[src/rtl/gfs_pkg.sv]
package gfs_pkg;
  localparam int PHASES = 3;

  // True when every active-low command in the vector is inactive (high).
  function automatic logic all_idle(input logic [PHASES-1:0] cmd_n);
    return &cmd_n;
  endfunction
endpackage

[src/rtl/gfs_trip_qual.sv]
module gfs_trip_qual #(
  parameter int BLANK_CYC = 100,
  parameter int DLY_CYC   = 65
) (
  input  logic clk,
  input  logic rst,
  input  logic oc_trip,
  output logic trip_set
);
  localparam int CW = $clog2(BLANK_CYC + 1);
  localparam logic [CW-1:0] CNT_MAX = CW'(BLANK_CYC);

  logic [CW-1:0] run_cnt;
  logic          hit;

  // Count consecutive high samples, saturating at the blanking count.
  always_ff @(posedge clk) begin
    if (rst)                 run_cnt <= '0;
    else if (!oc_trip)       run_cnt <= '0;
    else if (run_cnt != CNT_MAX) run_cnt <= run_cnt + 1'b1;
  end

  assign hit = oc_trip && (run_cnt == CNT_MAX);

  generate
    if (DLY_CYC == 0) begin : g_nodly
      assign trip_set = hit;
    end else begin : g_dly
      logic [DLY_CYC-1:0] pipe;
      always_ff @(posedge clk) begin
        if (rst) begin
          pipe <= '0;
        end else begin
          pipe[0] <= hit;
          for (int s = 1; s < DLY_CYC; s++) pipe[s] <= pipe[s-1];
        end
      end
      assign trip_set = pipe[DLY_CYC-1];
    end
  endgenerate
endmodule

[src/rtl/gfs_hs_arm.sv]
module gfs_hs_arm (
  input  logic clk,
  input  logic rst,
  input  logic hs_uv,
  input  logic cmd_n,
  output logic armed_nxt
);
  logic prev_n;
  logic armed;

  always_comb begin
    if (hs_uv)                  armed_nxt = 1'b0;
    else if (prev_n && !cmd_n)  armed_nxt = 1'b1;
    else                        armed_nxt = armed;
  end

  always_ff @(posedge clk) begin
    if (rst) begin
      prev_n <= 1'b0;
      armed  <= 1'b0;
    end else begin
      prev_n <= cmd_n;
      armed  <= armed_nxt;
    end
  end
endmodule

[src/rtl/gdrv_fault_sup.sv]
module gdrv_fault_sup #(
  parameter int NPH       = gfs_pkg::PHASES,
  parameter int BLANK_CYC = 100,
  parameter int DLY_CYC   = 65
) (
  input  logic           clk,
  input  logic           rst,
  input  logic           vlog_uv,
  input  logic [NPH-1:0] vhs_uv,
  input  logic           oc_trip,
  input  logic [NPH-1:0] hi_cmd_n,
  input  logic [NPH-1:0] lo_cmd_n,
  output logic           drive_en,
  output logic [NPH-1:0] hs_en,
  output logic           fault_n
);
  logic           trip_set;
  logic           oc_lat;
  logic           oc_nxt;
  logic           ok_nxt;
  logic [NPH-1:0] armed_nxt;

  gfs_trip_qual #(.BLANK_CYC(BLANK_CYC), .DLY_CYC(DLY_CYC)) u_trip (
    .clk      (clk),
    .rst      (rst),
    .oc_trip  (oc_trip),
    .trip_set (trip_set)
  );

  generate
    for (genvar p = 0; p < NPH; p++) begin : g_ph
      gfs_hs_arm u_arm (
        .clk       (clk),
        .rst       (rst),
        .hs_uv     (vhs_uv[p]),
        .cmd_n     (hi_cmd_n[p]),
        .armed_nxt (armed_nxt[p])
      );
    end
  endgenerate

  // Set has priority over the low-side clear.
  always_comb begin
    if (trip_set)       oc_nxt = 1'b1;
    else if (&lo_cmd_n) oc_nxt = 1'b0;
    else                oc_nxt = oc_lat;
    ok_nxt = !oc_nxt && !vlog_uv;
  end

  always_ff @(posedge clk) begin
    if (rst) begin
      oc_lat   <= 1'b1;
      drive_en <= 1'b0;
      fault_n  <= 1'b0;
      hs_en    <= '0;
    end else begin
      oc_lat   <= oc_nxt;
      drive_en <= ok_nxt;
      fault_n  <= ok_nxt;
      hs_en    <= armed_nxt & {NPH{ok_nxt}};
    end
  end
endmodule

[config.mk]
export PLATFORM = sky130hd
export DESIGN_NAME = gdrv_fault_sup
export DESIGN_NICKNAME = d
export VERILOG_FILES = /design/src/rtl/gfs_pkg.sv /design/src/rtl/gfs_trip_qual.sv /design/src/rtl/gfs_hs_arm.sv /design/src/rtl/gdrv_fault_sup.sv
export SDC_FILE = /design/constraint.sdc
export NUM_CORES = 1
export LEC_CHECK = 0
export BUFFER_PORTS_ARGS = -buffer_cell sky130_fd_sc_hd__buf_2
export CORE_UTILIZATION = 57
export CTS_CLUSTER_SIZE = 10
export DETAILED_ROUTE_END_ITERATION = 6
export PLACE_DENSITY = 0.76
export SLEW_MARGIN = 20
export SYNTH_ARGS = -nofsm -noshare
export SYNTH_HDL_FRONTEND = slang
export SYNTH_SLANG_ARGS = --single-unit
[constraint.sdc]
create_clock -name clk -period 1.6 [get_ports clk]
set_input_delay 0.08 -clock clk [delete_from_list [all_inputs] [get_ports clk]]
set_output_delay 0.08 -clock clk [all_outputs]
set_load 0.05 [all_outputs]
# Word level (Yosys, flattened, before mapping)

Index checks and enable logic that the tools add are counted.

Equality and inequality tests: 2
Bitwise logic cells: 2
Add/subtract/negate cells: 1
Reduce and logical (&&, ||, !) cells: 12
Mux-type cells: 8

Operators with widths:

| cell                  | number |
|---|---|
| $mux W1               | 8 |
| $add A7 B1 Y7 const B | 1 |
| $eq A7 B7 Y1 const B  | 1 |
| $ne A7 B7 Y1 const B  | 1 |
| $logic_and A1 B1 Y1   | 5 |
| $logic_not A1 Y1      | 5 |
| $and A3 B3 Y3         | 1 |
| $reduce_and A3 Y1     | 1 |
| $reduce_or A2 Y1      | 1 |
| $not A1 Y1            | 1 |

Output and inout bits: 5
Input port bits: 13
Register bits after elaboration: 83
Logic and storage cells: 36

# Depth between registers and ports, before layout

Gate-level depths: netlist of the first run.

Depth in word-level cells: 6
Depth in mapped cells: 5
Gate-level depth less buffers: 5

# Cells and area by module

A second synthesis of the first run with hierarchy kept.

Cells, all modules: 214
Area, all modules: 2527.4 sq um

Modules (own cells, without submodules):

| module         | cells each | area each (sq um) | sequential area each (sq um) | times used |
|---|---|---|---|---|
| gfs_trip_qual  | 177        | 2098.3            | 1441.4                       | 1 |
| gfs_hs_arm     | 7          | 81.3              | 40.0                         | 3 |
| gdrv_fault_sup | 16         | 185.2             | 100.1                        | 1 |

# Worst setup path after synthesis of the first run

OpenSTA, ideal clock, no wires.

Path kind: register to register
From: register u_trip.run_cnt[1]
To: register u_trip.run_cnt[6]
Setup slack: 0.428 ns
Data required time: 1.530 ns
Arrival time: 1.102 ns
Buffers on the path: 0
Stages on the path, launching flop included: 5
Library setup time: 0.070 ns
Period minus slack after synthesis: 1.172 ns
Path through: dfxtp_1 -> ha_1 -> nand3_1 -> or3_1 -> a21oi_1

Cells in the longest elaborated chain, start to end: 1
Elaborated cells between the ends (all ways): 2
Those cells by class: add/sub (1); eq/ne (1)

Ends and longest elaborated chain:

| element                                       | line                | source |
|---|---|---|
| start, declared                               | gfs_trip_qual.sv:13 | `logic [CW-1:0] run_cnt;` |
| start signal, assigned                        | gfs_trip_qual.sv:20 | `else if (run_cnt != CNT_MAX) run_cnt <= run_cnt + 1'b1;` |
| $add A7 B1 Y7 or $ne A7 B7 Y1 (tied branches) | gfs_trip_qual.sv:20 |  |

Parallel ways exist; a longest one is shown, timed or not.
A chain may end at the register's enable or synchronous reset.

# Worst setup path in the final report of the first run

Same ends and word-level chain as after synthesis.

==> out/metrics.yaml, run 1 <==
fin_skew_ns: 0.00472
hold_viol_final: 0
routed_via_density: 4.61
grt_pass1_vias: 1170
synth_top_area_frac: 0.690
grt_antenna_before_repair: 0
worstMarginPinSlew_ns: 0.515
cellLeakagePower_nw: 1.14
ios: 18
status: "completed"
max_slew_margin: 0.657
setup_tns_ns: 0
syn-instance-count: 207
grt-ovfl-total: 0
start_util: 0.598
ys_types: 24
synth_top_area_cell: "dfxtp_1"
core-area_mm2: 0.00403
cp.required_ns: 1.87
antenna_cells: 0
place_hpwl_um: 1880
reg2reg_from: "u_trip.run_cnt[1]$_SDFFE_PP0P_"
pwr-share-comb: 0.024
cts_resized: 0
hp-class: "in2reg"
cp_max_fo: 4
cp-end-kind: "register"
cts_tree: "built"
final_area_mm2: 0.00282
cp.arrival_ns: 1.58
portBuffers: 17
place.gp.congestion: 0.774
grt_pass1_wl_um: 5220
final_cell_mix: "dfxtp_1, nor2b_1, buf_2, clkbuf_8"
clockBufferDepth: 2
syn_area_mm2: 0.00241
drc: 0
drtAntennaViolNets: 0
setup_viol: 0
p_sw_frac: 0.195
ys_seq_area_frac: 0.690
critical_path_class: "reg2reg"
min_from: "vhs_uv[1]"
ys_top_cells_by_area: "dfxtp_1, nor2b_1, clkbuf_1"
gr-usage-all-layers: 0.167
max-cap-violations: 0
p_int_mw: 3.07
avgSynthCellArea_um2: 11.6
finalPower_mw: 3.82
area_growth_pct: 17.2
dpl-instance-area_mm2: 0.00254
layout-drive-gt1-share: 0.151
p_clk_frac: 0.432
root_buffer: "clkbuf_8"
fin_crit_ns: 1.31
switching_power_mw: 0.743
rsz0062_at_grt: "false"
clock_sinks: 83
wl_um: 3220
synthArstFlopShare: 0
worst_setup_path_startpoint: "u_trip.run_cnt[1]$_SDFFE_PP0P_"
post-route-period-util: 0.817
die_area_mm2: 0.00449
max_freq_mhz: 765
mostFrequentLayoutCell: "dfxtp_1"
syn_nets: 222
drv_slew: 0
die_x_um: 67.0
htree_levels: 3
p_per_area_mw_per_mm2: 1350
startpoint_type: "register"
die_y_um: 67.0
vias: 1329
grt_max_degree: 30
seqPwrFrac: 0.545
peakVddDrop_mv: 1.03
final_cell_count_no_fill: 288
yosys_warnings: 0
synth_enable_flop_cells: 0
clk_latency_ns: 0.34
drt_iter0_markers: 38
rows: 23
routedWlPerCell_um: 11.2
synthFlopType: "dfxtp_1"
ys_ff_latch: 83
drt_pass1_iterations: 3
dpl.cell_count: 267
clk_transition_reported_paths_ns: 0.08
nets: 248
cts_buffers: 9
[flip-flops by register name, summed over array words and instances (netlist names)]
name / cells
u_trip.g_dly.pipe: 65
u_trip.run_cnt: 7
g_ph.u_arm.armed: 3
g_ph.u_arm.prev_n: 3
hs_en: 3
fault_n: 1
oc_lat: 1
[cells by family (layout without fill, tap and decap cells)]
| kind of cell | count (synthesis) | after routing | share of synthesized area |
|---|---|---|---|
| buf+inv | 11 | 42 | 0.0192 |
| compound gates | 11 | 11 | 0.0275 |
| flops | 83 | 83 | 0.690 |
| fa+ha+maj | 2 | 2 | 0.0104 |
| xor+xnor | 3 | 3 | 0.0109 |
| simple gates | 97 | 97 | 0.242 |
[critical path, stage by stage (launching register included)]
cell	delay, ns
dfxtp_1	0.38
ha_1	0.21
nand3_1	0.14
or3_1	0.36
a21oi_1	0.15
[final cells by class]
cell class | instances | area, um^2
inverters | 2 | 7.51
multi-input cells | 113 | 701
clock inverters | 4 | 72.6
well taps | 50 | 62.6
fillers | 290 | 1210
repair buffers | 24 | 163
clock buffers | 12 | 155
flip-flops and latches | 83 | 1660
[cells in the mapped netlist, types with 2 or more instances]
| library cell | number |
|---|---|
| or3_1 | 2 |
| ha_1 | 2 |
| nor2_1 | 5 |
| dfxtp_1 | 83 |
| nand2_1 | 4 |
| inv_1 | 2 |
| nor3_1 | 5 |
| nor2b_1 | 71 |
| nand3_1 | 4 |
| xor2_1 | 2 |
| a21oi_1 | 4 |
| clkbuf_1 | 7 |
| o21ai_0 | 3 |
| o21bai_1 | 3 |
[power by group through the flow]
stage	registers (mW)	logic, mW	clock network (mW)
after global placement	2.13	0.0785	0
after detailed placement	2.13	0.0829	0
final	2.08	0.0911	1.65
after global routing	2.08	0.102	1.78
after CTS	2.08	0.0926	1.69
after floorplan	2.13	0.0487	0
[routing by layer]
layer / vias to the layer above / GRT usage / part of all wire
met5: - / 0 / 0
met4: 0 / 0.0957 / 0.017
met3: 7 / 0.0873 / 0.049
met2: 25 / 0.229 / 0.43
met1: 600 / 0.206 / 0.51
li1: 697 / - / -
[metrics by stage]
step | utilization | worst slack, ns | hold WS [ns]
global route | 0.701 | 0.206 | 0.0142
CTS | 0.701 | 0.289 | 0.00686
global placement | 0.632 | 0.394 | 0.289
floorplan | - | 0.428 | 0.152
detailed placement | 0.632 | 0.303 | 0.301
finish | 0.701 | 0.293 | 0.0212
[worst paths after layout]
check | endpoint | slack, ns | cells past startpoint
worst max-delay path | u_trip.run_cnt[6]$_SDFFE_PP0P_ | 0.29 | 4
worst max register to register | u_trip.run_cnt[6]$_SDFFE_PP0P_ | 0.29 | 4
worst min register to register | u_trip.g_dly.pipe[7]$_SDFF_PP0_ | 0.43 | 1
worst min-delay path | g_ph[1].u_arm.armed$_SDFF_PP0_ | 0.02 | 3
[repair_timing]
action / in CTS / in global routing
endpoints found under the hold margin: 8 / 0
hold buffers: 5 / 0
setup buffers: 0 / 0
(Power assumes the default switching activity.)
==> run 2, diff against run 1 <==
--- a/config.mk
+++ b/config.mk
@@ -6,10 +6,10 @@
 export NUM_CORES = 1
 export LEC_CHECK = 0
 export BUFFER_PORTS_ARGS = -buffer_cell sky130_fd_sc_hd__buf_2
-export CORE_UTILIZATION = 57
+export CORE_UTILIZATION = 51
 export CTS_CLUSTER_SIZE = 10
 export DETAILED_ROUTE_END_ITERATION = 6
-export PLACE_DENSITY = 0.76
+export PLACE_DENSITY = 0.72
 export SLEW_MARGIN = 20
 export SYNTH_ARGS = -nofsm -noshare
 export SYNTH_HDL_FRONTEND = slang
==> constraint.sdc (replaced) <==
create_clock -name clk -period 1.13 [get_ports clk]
set_input_delay 0.0565 -clock clk [delete_from_list [all_inputs] [get_ports clk]]
set_output_delay 0.0565 -clock clk [all_outputs]
set_load 0.05 [all_outputs]
==> run 2 against run 1 <==
The run now ends with DRC left. Fmax is 17% higher. Utilization is 5.6 points lower. Register-to-register slack worse by 0.28 ns. Critical path depth stayed put. Hold slack better by 0.012 ns.
==> out/metrics.yaml, run 2 (synthesis gave the netlist of run 1 again) <==
whs_path_depth: 3  # unchanged
reg_top3: "u_trip.g_dly.pipe: 65 flops, u_trip.run_cnt: 7 flops"  # unchanged
core-area_mm2: 0.00444  # was 0.00403 mm^2
cp.required_ns: 1.39  # was 1.87 ns
regMostFlops: "u_trip.g_dly.pipe"  # unchanged
holdPathEnd: "g_ph[2].u_arm.armed$_SDFF_PP0_"  # was g_ph[1].u_arm.armed$_SDFF_PP0_
wl_um: 3140  # was 3220 um
grt_pass1_wl_um: 5630  # was 5220 um
die_area_mm2: 0.00500  # was 0.00449 mm^2
drt_iter0_markers: 45  # was 38
rr_worst_depth: 4  # unchanged
layout-drive-gt1-share: 0.207  # was 0.151
cts_tree: "built"  # unchanged
rsz0062_at_grt: "true"  # was false
hold_viol_final: 0  # unchanged
p_clk_frac: 0.360  # was 0.432
peakVddDrop_mv: 1.09  # was 1.03 mV
area_growth_pct: 19.0  # was 17.2%
max_freq_mhz: 895  # was 765 MHz
violations: "DRC"
clk_latency_ns: 0.33  # was 0.34 ns
dpl.cell_count: 273  # was 267
final_cell_mix: "dfxtp_1, nor2b_1, buf_2, clkbuf_8"  # unchanged
gr-usage-all-layers: 0.151  # was 0.167
drv_slew: 0  # unchanged
fin_crit_ns: 1.12  # was 1.31 ns
pwr-share-comb: 0.030  # was 0.024
grt_max_degree: 34  # was 30
max_slew_margin: 0.776  # was 0.657
worstMarginPinSlew_ns: 0.336  # was 0.515 ns
place_ws_ns: -0.0708  # was 0.303 ns
p_sw_frac: 0.199  # was 0.195
vias: 1334  # was 1329
p_per_area_mw_per_mm2: 1680  # was 1350 mW/mm^2
cp-end-kind: "register"  # unchanged
htree_levels: 3  # unchanged
cp_max_fo: 3  # was 4
drtAntennaViolNets: 0  # unchanged
setup_tns_ns: 0  # unchanged
drc: 6  # was 0
min_from: "vhs_uv[2]"  # was vhs_uv[1]
die_y_um: 70.7  # was 67.0 um
seqPwrFrac: 0.610  # was 0.545
drt_pass1_iterations: 5  # was 3
switching_power_mw: 0.959  # was 0.743 mW
clk_transition_reported_paths_ns: 0.07  # was 0.08 ns
cellLeakagePower_nw: 1.14  # about the same
grt-ovfl-total: 0  # unchanged
fin_skew_ns: 0.00386  # was 0.00472 ns
ios: 18  # unchanged
cp.arrival_ns: 1.38  # was 1.58 ns
final_cell_count_no_fill: 293  # was 288
root_buffer: "clkbuf_8"  # unchanged
nets: 255  # was 248
p_int_mw: 3.87  # was 3.07 mW
clockBufferDepth: 2  # unchanged
rows: 24  # was 23
post-route-period-util: 0.989  # was 0.817
startpoint_type: "register"  # unchanged
routed_via_density: 4.55  # was 4.61
grt_antenna_before_repair: 0  # unchanged
max-cap-violations: 0  # unchanged
start_util: 0.542  # was 0.598
holdWs_ns: 0.0335  # was 0.0212 ns
hp-class: "in2reg"  # unchanged
antenna_cells: 0  # unchanged
place_hpwl_um: 1860  # was 1880 um
clock_sinks: 83  # unchanged
grt_pass1_vias: 1294  # was 1170
portBuffers: 17  # unchanged
largest_reg_flops: 65  # unchanged
setup_viol: 0  # unchanged
place.gp.congestion: 0.779  # was 0.774
routedWlPerCell_um: 10.7  # was 11.2 um
reg2reg_from: "u_trip.run_cnt[0]$_SDFFE_PP0P_"  # was u_trip.run_cnt[1]$_SDFFE_PP0P_
reg2reg_to: "u_trip.run_cnt[6]$_SDFFE_PP0P_"  # unchanged
critical_path_class: "reg2reg"  # unchanged
layout_setup_ws_ns: 0.0129  # was 0.293 ns
timing.reg2reg.setup_slack_ns: 0.01  # was 0.29 ns
die_x_um: 70.7  # was 67.0 um
cts_buffers: 9  # unchanged
status: "finished with violations"  # was completed
mostFrequentLayoutCell: "dfxtp_1"  # unchanged
==> run 2: worst max-delay path: stages (launching register included) <==
cell     delay [ns]
dfxtp_4        0.38
ha_4           0.14
nand3_2        0.07
or3_1          0.32
a21oi_1        0.14
==> run 2: cell type report <==
cell class | count | area, um^2
flip-flops and latches | 83 | 1670
fillers | 368 | 1580
multi-input cells | 113 | 756
repair buffers | 31 | 208
clock buffers | 12 | 155
well taps | 52 | 65.1
inverters | 2 | 12.5
==> run 2: power groups by stage <==
stage	combinational, mW	clock [mW]	sequential (mW)
after floorplan	0.0694	0	3.02
after global placement	0.118	0	3.01
after detailed placement	0.119	0	3.01
after CTS	0.139	1.82	2.94
after global routing	0.161	1.96	2.95
final	0.143	1.74	2.95
==> run 2: how the worst max path moves through the flow <==
stage | startpoint | endpoint | slack (ns) | cells past startpoint
global placement | u_trip.run_cnt[0]$_SDFFE_PP0P_ | u_trip.run_cnt[3]$_SDFFE_PP0P_ | -0.01 | 5
floorplan | u_trip.run_cnt[0]$_SDFFE_PP0P_ | u_trip.run_cnt[3]$_SDFFE_PP0P_ | 0.007 | 5
global route | u_trip.run_cnt[0]$_SDFFE_PP0P_ | u_trip.run_cnt[6]$_SDFFE_PP0P_ | -0.02 | 4
detailed placement | u_trip.run_cnt[0]$_SDFFE_PP0P_ | u_trip.run_cnt[4]$_SDFFE_PP0P_ | -0.07 | 5
finish | u_trip.run_cnt[0]$_SDFFE_PP0P_ | u_trip.run_cnt[6]$_SDFFE_PP0P_ | 0.01 | 4
CTS | u_trip.run_cnt[1]$_SDFFE_PP0P_ | u_trip.run_cnt[4]$_SDFFE_PP0P_ | -0.002 | 5
==> run 2: per-layer routing <==
| layer | global-route usage | wire length, um | share of wire |
|---|---|---|---|
| met1 | 0.184 | 1580 | 0.50 |
| met5 | 0 | 0 | 0 |
| met4 | 0.0667 | 46 | 0.015 |
| met3 | 0.0812 | 151 | 0.048 |
| met2 | 0.223 | 1360 | 0.43 |
==> run 2: metrics by stage <==
stage	instance area (um^2)	total power [mW]	utilization
final	2870	4.83	0.645
after global routing	2870	5.06	0.645
after CTS	2830	4.90	0.636
after floorplan	2430	3.09	-
after global placement	2580	3.13	0.582
after detailed placement	2580	3.13	0.582
==> run 2: what timing repair did <==
item / 4_1_cts / 5_1_grt
setup buffers: 0 / 1
endpoints found under the setup margin: 5 / 5
hold buffers: 7 / 0
gates resized for setup: 6 / 8
pin swaps: 2 / 5
gates cloned: 0 / 0
hold endpoints to repair: 10 / 0
